[config.mk]
export PLATFORM = sky130hd
export DESIGN_NAME = sweep_meas_ctrl
export DESIGN_NICKNAME = d
export VERILOG_FILES = /design/src/rtl/sweep_pkg.sv /design/src/rtl/sweep_seq.sv /design/src/rtl/sweep_accum.sv /design/src/rtl/result_ram.sv /design/src/rtl/sweep_meas_ctrl.sv
export SDC_FILE = /design/constraint.sdc
export NUM_CORES = 2
export LEC_CHECK = 0
export BUFFER_PORTS_ARGS = -buffer_cell sky130_fd_sc_hd__buf_2
export CORE_MARGIN = 2
export CORE_UTILIZATION = 50
export CTS_CLUSTER_DIAMETER = 120
export DETAILED_ROUTE_END_ITERATION = 10
export PLACE_DENSITY = 0.71
export SLEW_MARGIN = 20
export SYNTH_ARGS = -nofsm -noshare
export SYNTH_HDL_FRONTEND = slang
export SYNTH_SLANG_ARGS = --single-unit
[constraint.sdc]
create_clock -name clk -period 10.64 [get_ports clk]
set_input_delay 2.66 -clock clk [delete_from_list [all_inputs] [get_ports clk]]
set_output_delay 2.66 -clock clk [all_outputs]
set_load 0.005 [all_outputs]
[src/rtl/sweep_pkg.sv]
// Shared types for the sweep measurement controller.
// Assumes: mode encodings are fixed by the requirements (0 noise, 1 wave, else eye).
package sweep_pkg;
    typedef enum logic [1:0] {
        M_NOISE = 2'd0,
        M_WAVE  = 2'd1,
        M_EYE   = 2'd2,
        M_EYE2  = 2'd3
    } meas_mode_t;

    typedef enum logic [2:0] {
        S_IDLE,
        S_SETTLE,
        S_DWELL,
        S_LATCH,
        S_FIN
    } seq_state_t;
endpackage

[src/rtl/sweep_seq.sv]
// Point sequencer: walks offset (inner) and phase (outer), times settle,
// dwell and latch phases of every grid point.
// Assumes: SET_W <= CNT_W; inputs other than start are sampled only at start.
module sweep_seq
    import sweep_pkg::*;
#(
    parameter int OFF_W   = 4,
    parameter int PH_W    = 3,
    parameter int SET_W   = 8,
    parameter int EXP_MIN = 8,
    parameter int EXP_MAX = 24,
    parameter int CNT_W   = EXP_MAX + 1
) (
    input  logic             clk,
    input  logic             rst_n,
    input  logic             start,
    input  logic [1:0]       mode_in,
    input  logic [4:0]       dwell_exp,
    input  logic [SET_W-1:0] settle,
    output meas_mode_t       mode_q,
    output logic [OFF_W-1:0] off_code,
    output logic [PH_W-1:0]  phase_code,
    output logic [CNT_W-1:0] dwell_len,
    output logic             clear,
    output logic             sample_en,
    output logic             latch,
    output logic             last_off,
    output logic             busy,
    output logic             done
);
    localparam logic [OFF_W-1:0] OFF_MAX = {OFF_W{1'b1}};
    localparam logic [PH_W-1:0]  PH_MAX  = {PH_W{1'b1}};

    seq_state_t       state;
    logic [CNT_W-1:0] cnt;
    logic [SET_W-1:0] settle_q;
    logic [4:0]       exp_q;
    logic [4:0]       exp_clamp;
    logic             last_ph;

    // Clamp the requested dwell exponent into the supported window.
    always_comb begin
        if (dwell_exp < 5'(EXP_MIN))      exp_clamp = 5'(EXP_MIN);
        else if (dwell_exp > 5'(EXP_MAX)) exp_clamp = 5'(EXP_MAX);
        else                              exp_clamp = dwell_exp;
    end

    // Decode point boundaries and phase of the point cycle.
    always_comb begin
        dwell_len = CNT_W'(1) << exp_q;
        last_off  = (off_code == OFF_MAX);
        last_ph   = (mode_q == M_NOISE) || (phase_code == PH_MAX);
        clear     = (state == S_SETTLE);
        sample_en = (state == S_DWELL);
        latch     = (state == S_LATCH);
        busy      = (state == S_SETTLE) || (state == S_DWELL) || (state == S_LATCH);
        done      = (state == S_FIN);
    end

    // Main sequencing state machine with code stepping.
    always_ff @(posedge clk) begin
        if (!rst_n) begin
            state      <= S_IDLE;
            cnt        <= '0;
            off_code   <= '0;
            phase_code <= '0;
            mode_q     <= M_NOISE;
            settle_q   <= '0;
            exp_q      <= 5'(EXP_MIN);
        end else begin
            case (state)
                S_IDLE, S_FIN: begin
                    if (start) begin
                        state      <= S_SETTLE;
                        cnt        <= '0;
                        off_code   <= '0;
                        phase_code <= '0;
                        mode_q     <= meas_mode_t'(mode_in);
                        settle_q   <= settle;
                        exp_q      <= exp_clamp;
                    end
                end
                S_SETTLE: begin
                    if (cnt == CNT_W'(settle_q)) begin
                        cnt   <= '0;
                        state <= S_DWELL;
                    end else begin
                        cnt <= cnt + 1'b1;
                    end
                end
                S_DWELL: begin
                    if (cnt == dwell_len - 1'b1) begin
                        cnt   <= '0;
                        state <= S_LATCH;
                    end else begin
                        cnt <= cnt + 1'b1;
                    end
                end
                S_LATCH: begin
                    cnt <= '0;
                    if (last_off) begin
                        off_code <= '0;
                        if (last_ph) begin
                            state <= S_FIN;
                        end else begin
                            phase_code <= phase_code + 1'b1;
                            state      <= S_SETTLE;
                        end
                    end else begin
                        off_code <= off_code + 1'b1;
                        state    <= S_SETTLE;
                    end
                end
                default: state <= S_IDLE;
            endcase
        end
    end

    // codes hold steady across every sample window.
    p_codes_stable_r3: assert property (@(posedge clk) disable iff (!rst_n)
        (state == S_DWELL) |-> ($stable(off_code) && $stable(phase_code)));
    // noise sweeps never leave phase 0.
    p_noise_phase_r4: assert property (@(posedge clk) disable iff (!rst_n)
        (busy && mode_q == M_NOISE) |-> (phase_code == '0));
    // done and busy are exclusive.
    p_done_idle_r8: assert property (@(posedge clk) disable iff (!rst_n)
        done |-> !busy);
    // the active dwell exponent stays inside the window.
    p_exp_range_r2: assert property (@(posedge clk) disable iff (!rst_n)
        busy |-> (exp_q >= 5'(EXP_MIN) && exp_q <= 5'(EXP_MAX)));
endmodule

[src/rtl/sweep_accum.sv]
// Per-point counters: ones count, saturating error count and the
// half-threshold crossing search used by waveform capture.
// Assumes: clear is high for at least one cycle before each sample window.
module sweep_accum #(
    parameter int OFF_W = 4,
    parameter int CNT_W = 25,
    parameter int ERR_W = 8
) (
    input  logic             clk,
    input  logic             rst_n,
    input  logic             clear,
    input  logic             sample_en,
    input  logic             latch,
    input  logic             slicer_bit,
    input  logic             expect_bit,
    input  logic [CNT_W-1:0] dwell_len,
    input  logic [OFF_W-1:0] off_code,
    output logic [CNT_W-1:0] ones_cnt,
    output logic [ERR_W-1:0] err_cnt,
    output logic             hit_now,
    output logic [OFF_W-1:0] hit_code
);
    localparam logic [ERR_W-1:0] ERR_MAX = {ERR_W{1'b1}};

    logic             found;
    logic [OFF_W-1:0] found_code;
    logic             below_half;
    logic             first_off;

    // Threshold test and crossing result for the point being latched.
    always_comb begin
        below_half = ({ones_cnt, 1'b0} < {1'b0, dwell_len});
        first_off  = (off_code == '0);
        hit_now    = (!first_off && found) || below_half;
        hit_code   = (!first_off && found) ? found_code : off_code;
    end

    // Count ones and saturating mismatches during the sample window.
    always_ff @(posedge clk) begin
        if (!rst_n || clear) begin
            ones_cnt <= '0;
            err_cnt  <= '0;
        end else if (sample_en) begin
            if (slicer_bit) ones_cnt <= ones_cnt + 1'b1;
            if ((slicer_bit != expect_bit) && (err_cnt != ERR_MAX))
                err_cnt <= err_cnt + 1'b1;
        end
    end

    // Remember the first below-half offset of the current phase.
    always_ff @(posedge clk) begin
        if (!rst_n) begin
            found      <= 1'b0;
            found_code <= '0;
        end else if (latch) begin
            found <= hit_now;
            if ((first_off || !found) && below_half) found_code <= off_code;
        end
    end

    // a saturated error count stays saturated.
    p_err_sat_r7: assert property (@(posedge clk) disable iff (!rst_n)
        (sample_en && err_cnt == ERR_MAX) |=> (err_cnt == ERR_MAX));
    // no more ones than samples in a window.
    p_ones_bound_r2: assert property (@(posedge clk) disable iff (!rst_n)
        sample_en |-> (ones_cnt < dwell_len));
endmodule

[src/rtl/result_ram.sv]
// Result store: one write port, one registered read port.
// Assumes: unwritten entries are don't-care to the reader.
module result_ram #(
    parameter int AW = 7,
    parameter int DW = 25
) (
    input  logic          clk,
    input  logic          wr_en,
    input  logic [AW-1:0] wr_addr,
    input  logic [DW-1:0] wr_data,
    input  logic [AW-1:0] rd_addr,
    output logic [DW-1:0] rd_data
);
    localparam int DEPTH = 1 << AW;

    logic [DW-1:0] mem [DEPTH];

    // Store results and return the addressed word one cycle later.
    always_ff @(posedge clk) begin
        if (wr_en) mem[wr_addr] <= wr_data;
        rd_data <= mem[rd_addr];
    end
endmodule

[src/rtl/sweep_meas_ctrl.sv]
// Top of the offset/phase sweep measurement controller: sequencer,
// accumulators and result memory, with mode-dependent write mapping.
// Assumes: slicer_bit and expect_bit are synchronous to clk.
module sweep_meas_ctrl
    import sweep_pkg::*;
#(
    parameter int OFF_W   = 4,
    parameter int PH_W    = 3,
    parameter int ERR_W   = 8,
    parameter int SET_W   = 8,
    parameter int EXP_MIN = 8,
    parameter int EXP_MAX = 24
) (
    input  logic                  clk,
    input  logic                  rst_n,
    input  logic                  start,
    input  logic [1:0]            mode,
    input  logic [4:0]            dwell_exp,
    input  logic [SET_W-1:0]      settle,
    input  logic                  slicer_bit,
    input  logic                  expect_bit,
    output logic [OFF_W-1:0]      off_code,
    output logic [PH_W-1:0]       phase_code,
    output logic                  busy,
    output logic                  done,
    input  logic [OFF_W+PH_W-1:0] rd_addr,
    output logic [EXP_MAX:0]      rd_data
);
    localparam int CNT_W = EXP_MAX + 1;
    localparam int AW    = OFF_W + PH_W;
    localparam int OFF_N = 1 << OFF_W;

    meas_mode_t       mode_q;
    logic [CNT_W-1:0] dwell_len;
    logic             clear, sample_en, latch, last_off;
    logic [CNT_W-1:0] ones_cnt;
    logic [ERR_W-1:0] err_cnt;
    logic             hit_now;
    logic [OFF_W-1:0] hit_code;
    logic             wr_en;
    logic [AW-1:0]    wr_addr;
    logic [CNT_W-1:0] wr_data;

    sweep_seq #(
        .OFF_W(OFF_W), .PH_W(PH_W), .SET_W(SET_W),
        .EXP_MIN(EXP_MIN), .EXP_MAX(EXP_MAX), .CNT_W(CNT_W)
    ) u_seq (
        .clk(clk), .rst_n(rst_n), .start(start), .mode_in(mode),
        .dwell_exp(dwell_exp), .settle(settle), .mode_q(mode_q),
        .off_code(off_code), .phase_code(phase_code), .dwell_len(dwell_len),
        .clear(clear), .sample_en(sample_en), .latch(latch),
        .last_off(last_off), .busy(busy), .done(done)
    );

    sweep_accum #(.OFF_W(OFF_W), .CNT_W(CNT_W), .ERR_W(ERR_W)) u_acc (
        .clk(clk), .rst_n(rst_n), .clear(clear), .sample_en(sample_en),
        .latch(latch), .slicer_bit(slicer_bit), .expect_bit(expect_bit),
        .dwell_len(dwell_len), .off_code(off_code), .ones_cnt(ones_cnt),
        .err_cnt(err_cnt), .hit_now(hit_now), .hit_code(hit_code)
    );

    // Map the latched point to its result word and address per mode.
    always_comb begin
        wr_en   = latch;
        wr_addr = AW'(off_code);
        wr_data = ones_cnt;
        case (mode_q)
            M_NOISE: ;
            M_WAVE: begin
                wr_en   = latch && last_off;
                wr_addr = AW'(phase_code);
                wr_data = hit_now ? CNT_W'(hit_code) : CNT_W'(OFF_N);
            end
            default: begin
                wr_addr = {phase_code, off_code};
                wr_data = CNT_W'(err_cnt);
            end
        endcase
    end

    result_ram #(.AW(AW), .DW(CNT_W)) u_ram (
        .clk(clk), .wr_en(wr_en), .wr_addr(wr_addr), .wr_data(wr_data),
        .rd_addr(rd_addr), .rd_data(rd_data)
    );

    // waveform results land only once per phase, at the last offset.
    p_wave_write_r5: assert property (@(posedge clk) disable iff (!rst_n)
        (wr_en && mode_q == M_WAVE) |-> (off_code == {OFF_W{1'b1}}));
    // nothing is written outside a sweep.
    p_idle_nowrite_r1: assert property (@(posedge clk) disable iff (!rst_n)
        wr_en |-> busy);
endmodule

==> metrics.cfg <==
[sta]
rsz0062_at_grt=no
max_freq_mhz=173
min_period_over_period=0.544
tightestPinTransition_ns=1.19
max_slew_margin=0.197
fin_skew_ns=0.0543
setup_viol=0
slew_viol_final=0
layout_min_cycle_time_ns=5.78
hold_viol=0

[drt]
routed-via-count=61125
first_pass_iters=6
antenna_left=0
drc=0
drt_iter0_drc=8132
routed_via_density=6.45
routed_wl_um=311000
routedWlPerCell_um=32.9

[worst_setup_path]
crit_path_start_kind=register
crit_start=u_seq.exp_q[0]
r2r-start=u_seq.exp_q[0]
path_class=reg -> reg
cp_data_arrival_time_ns=6.42
critPathMaxFanout=65
cp-end-kind=register
endpoint=u_ram.mem[6][1]
cp_data_required_time_ns=11.28
ff2ff_path_depth=13
reg2reg_to=u_ram.mem[6][1]
r2r_slack_ns=4.86

[power_and_ir_drop]
ir_drop_mv=0.189
power.leakage_uw=0.0467
power_uw=26800
power.density_mw_per_mm2=184

[floorplanning]
die_width_um=511
die_y_um=511
fp-row-count=186
start_util=0.502
dieArea_mm2=0.261
ios=61
core_mm2=0.256

[run_status]
status=finished, final reports clean

[final_layout]
finalNetCount=5904
final_util=0.568
fin_cells=9479
layout-drive-gt1-share=0.318
synthToLayoutAreaGrowth_pct=13.3

[placement]
portBuffers=60
dp_hpwl_um=170000
place_congestion=0.836
dpl.cell_count=8872

[grt]
first_global_vias=61381
grt_pass1_wl_um=444000
grt_overflow=0
grt_antenna_before_repair=28
grt_max_degree=142
grt_use_total=0.237

[logic_synthesis]
async_flop_share=0
synth_fp_nets=5651
synth_warnings=0
ys_seq_area_frac=0.764
synth.area.top_cells=edfxtp_1 75%, mux4_2 18%, dfxtp_1 1.8%, nor2_1 0.62%, clkbuf_1 0.53%
synth_cell_types=77
synth_top_cells_by_count=3200 x edfxtp_1, 1050 x mux4_2, 214 x nor2_1
synth_cells=5592
synthDominantCellAreaShare=0.747
yosysMostFrequentCell=edfxtp_1
synth_seq_cells=3313
synth_edf_count=3200
postSynthAreaPerCell_um2=23.0
syn_area_mm2=0.129
synth_ff_type=edfxtp_1
yosysTopAreaCell=edfxtp_1

[cts]
cts_hold_buf=0
clkSinkCount=3313
cts-root-buf=clkbuf_16
post-cts-setup-buffers=0
ctsResizeCount=0
clockBufferDepth=4
cts_buffers=329
cts_tree=built
cts.clk_slew.worst_paths_ns=0.06
htree_levels=5
insertion_delay_ns=0.96

[worst_hold_path]
hold_class=reg -> reg
min_from=u_acc.found_code[3]

[job]
drv_cap=0

-- logic make-up after synthesis --
family	synth area share
muxes	0.187
and+or+nand+nor	0.0210
buffers and inverters	0.0110
AOI/OAI and AO/OA	0.00996
xor gates and xnor gates	0.00331
DFF	0.764
adders and majority gates	0.00311
-- state kept, by name (all words and copies together), names as in the netlist --
register          flops
u_acc.err_cnt         8
u_acc.found           1
u_acc.found_code      4
u_acc.ones_cnt       25
u_ram.mem          3200
u_ram.rd_data        25
u_seq.cnt            25
u_seq.exp_q           5
u_seq.mode_q          2
u_seq.off_code        4
u_seq.phase_code      3
u_seq.settle_q        8
u_seq.state           3
-- placed cells by master (no fill, tap or decap), types with 10 or more instances in the layout --
| cell | count |
|---|---|
| clkbuf_1 | 66 |
| buf_12 | 29 |
| xnor2_1 | 18 |
| nand2_1 | 124 |
| buf_2 | 55 |
| o21ai_0 | 39 |
| xor2_1 | 28 |
| buf_16 | 39 |
| inv_1 | 24 |
| nor2_1 | 86 |
| dfxtp_1 | 113 |
| buf_4 | 111 |
| clkinv_2 | 55 |
| mux2_2 | 27 |
| clkinvlp_4 | 11 |
| clkinv_1 | 61 |
| nor3_1 | 15 |
| nand3_1 | 46 |
| nand2b_1 | 19 |
| a21oi_1 | 55 |
| mux2i_1 | 12 |
| and2_4 | 17 |
| mux4_2 | 1050 |
| bufinv_16 | 29 |
| ha_1 | 32 |
| nor2b_1 | 14 |
| diode_2 | 10 |
| nor2_4 | 126 |
| o22ai_1 | 12 |
| clkbuf_16 | 336 |
| nor4_1 | 11 |
| a31oi_1 | 14 |
| or3_1 | 15 |
| edfxtp_1 | 3200 |
| and3_1 | 13 |
| and2_1 | 13 |
| nand4_1 | 18 |
-- worst min path at each step --
stage / endpoint / slack, ns / cells past startpoint
final: u_acc.found_code[3] / 0.47 / 2
after detailed placement: u_acc.found_code[3] / 0.46 / 2
after CTS: u_acc.found_code[3] / 0.47 / 2
after floorplan: u_acc.found_code[3] / 0.43 / 2
after global routing: u_seq.settle_q[6] / 0.49 / 2
after global placement: u_acc.found_code[3] / 0.45 / 2
-- layer usage --
layer | wire length, µm | part of all wire | global-route usage
met5 | 55 | 0.00018 | 0
met2 | 154000 | 0.49 | 0.385
met4 | 8530 | 0.027 | 0.0680
met1 | 117000 | 0.37 | 0.325
met3 | 32200 | 0.10 | 0.0551
-- cell type report --
type                       count  area [µm²]
tap                         3384        4230
sequential                  3313       98400
clock buffer                 409        8750
fill                       17933      111000
antenna                       10        25.0
multi-input combinational   1939       30000
inverter                      25        93.8
timing repair buffer         237        2810
clock inverter               162        1520
-- worst max-delay path, stage by stage, from the launching register on --
cell and delay [ns]:
dfxtp_1 0.90, nor2b_1 0.58, nand3_1 0.16, ha_1 0.31
a21o_1 0.15, a21oi_1 0.14, nor2b_1 0.06, o21ai_0 0.19
nand2b_1 0.09, a311oi_1 0.59, nand2b_1 0.35, o41ai_2 0.56
buf_4 0.62, buf_4 0.63
-- per-stage QoR --
step	hold WS (ns)	setup WS [ns]	setup TNS, ns	area (µm²)
floorplan	0.435	-0.924	-464.34	129000
global placement	0.450	4.05	0	134000
detailed placement	0.460	4.04	0	135000
CTS	0.470	5.00	0	145000
global route	0.487	4.54	0	146000
finish	0.466	4.86	0	146000
-- power breakdown --
group,internal (µW),switching [µW],leakage [µW]
Sequential,14200,71.9,0.0314
Combinational,599,766,0.0103
Clock,6510,4720,0.00502
Total,21300,5550,0.0467
No activity file was read; power rests on OpenSTA's default activity.
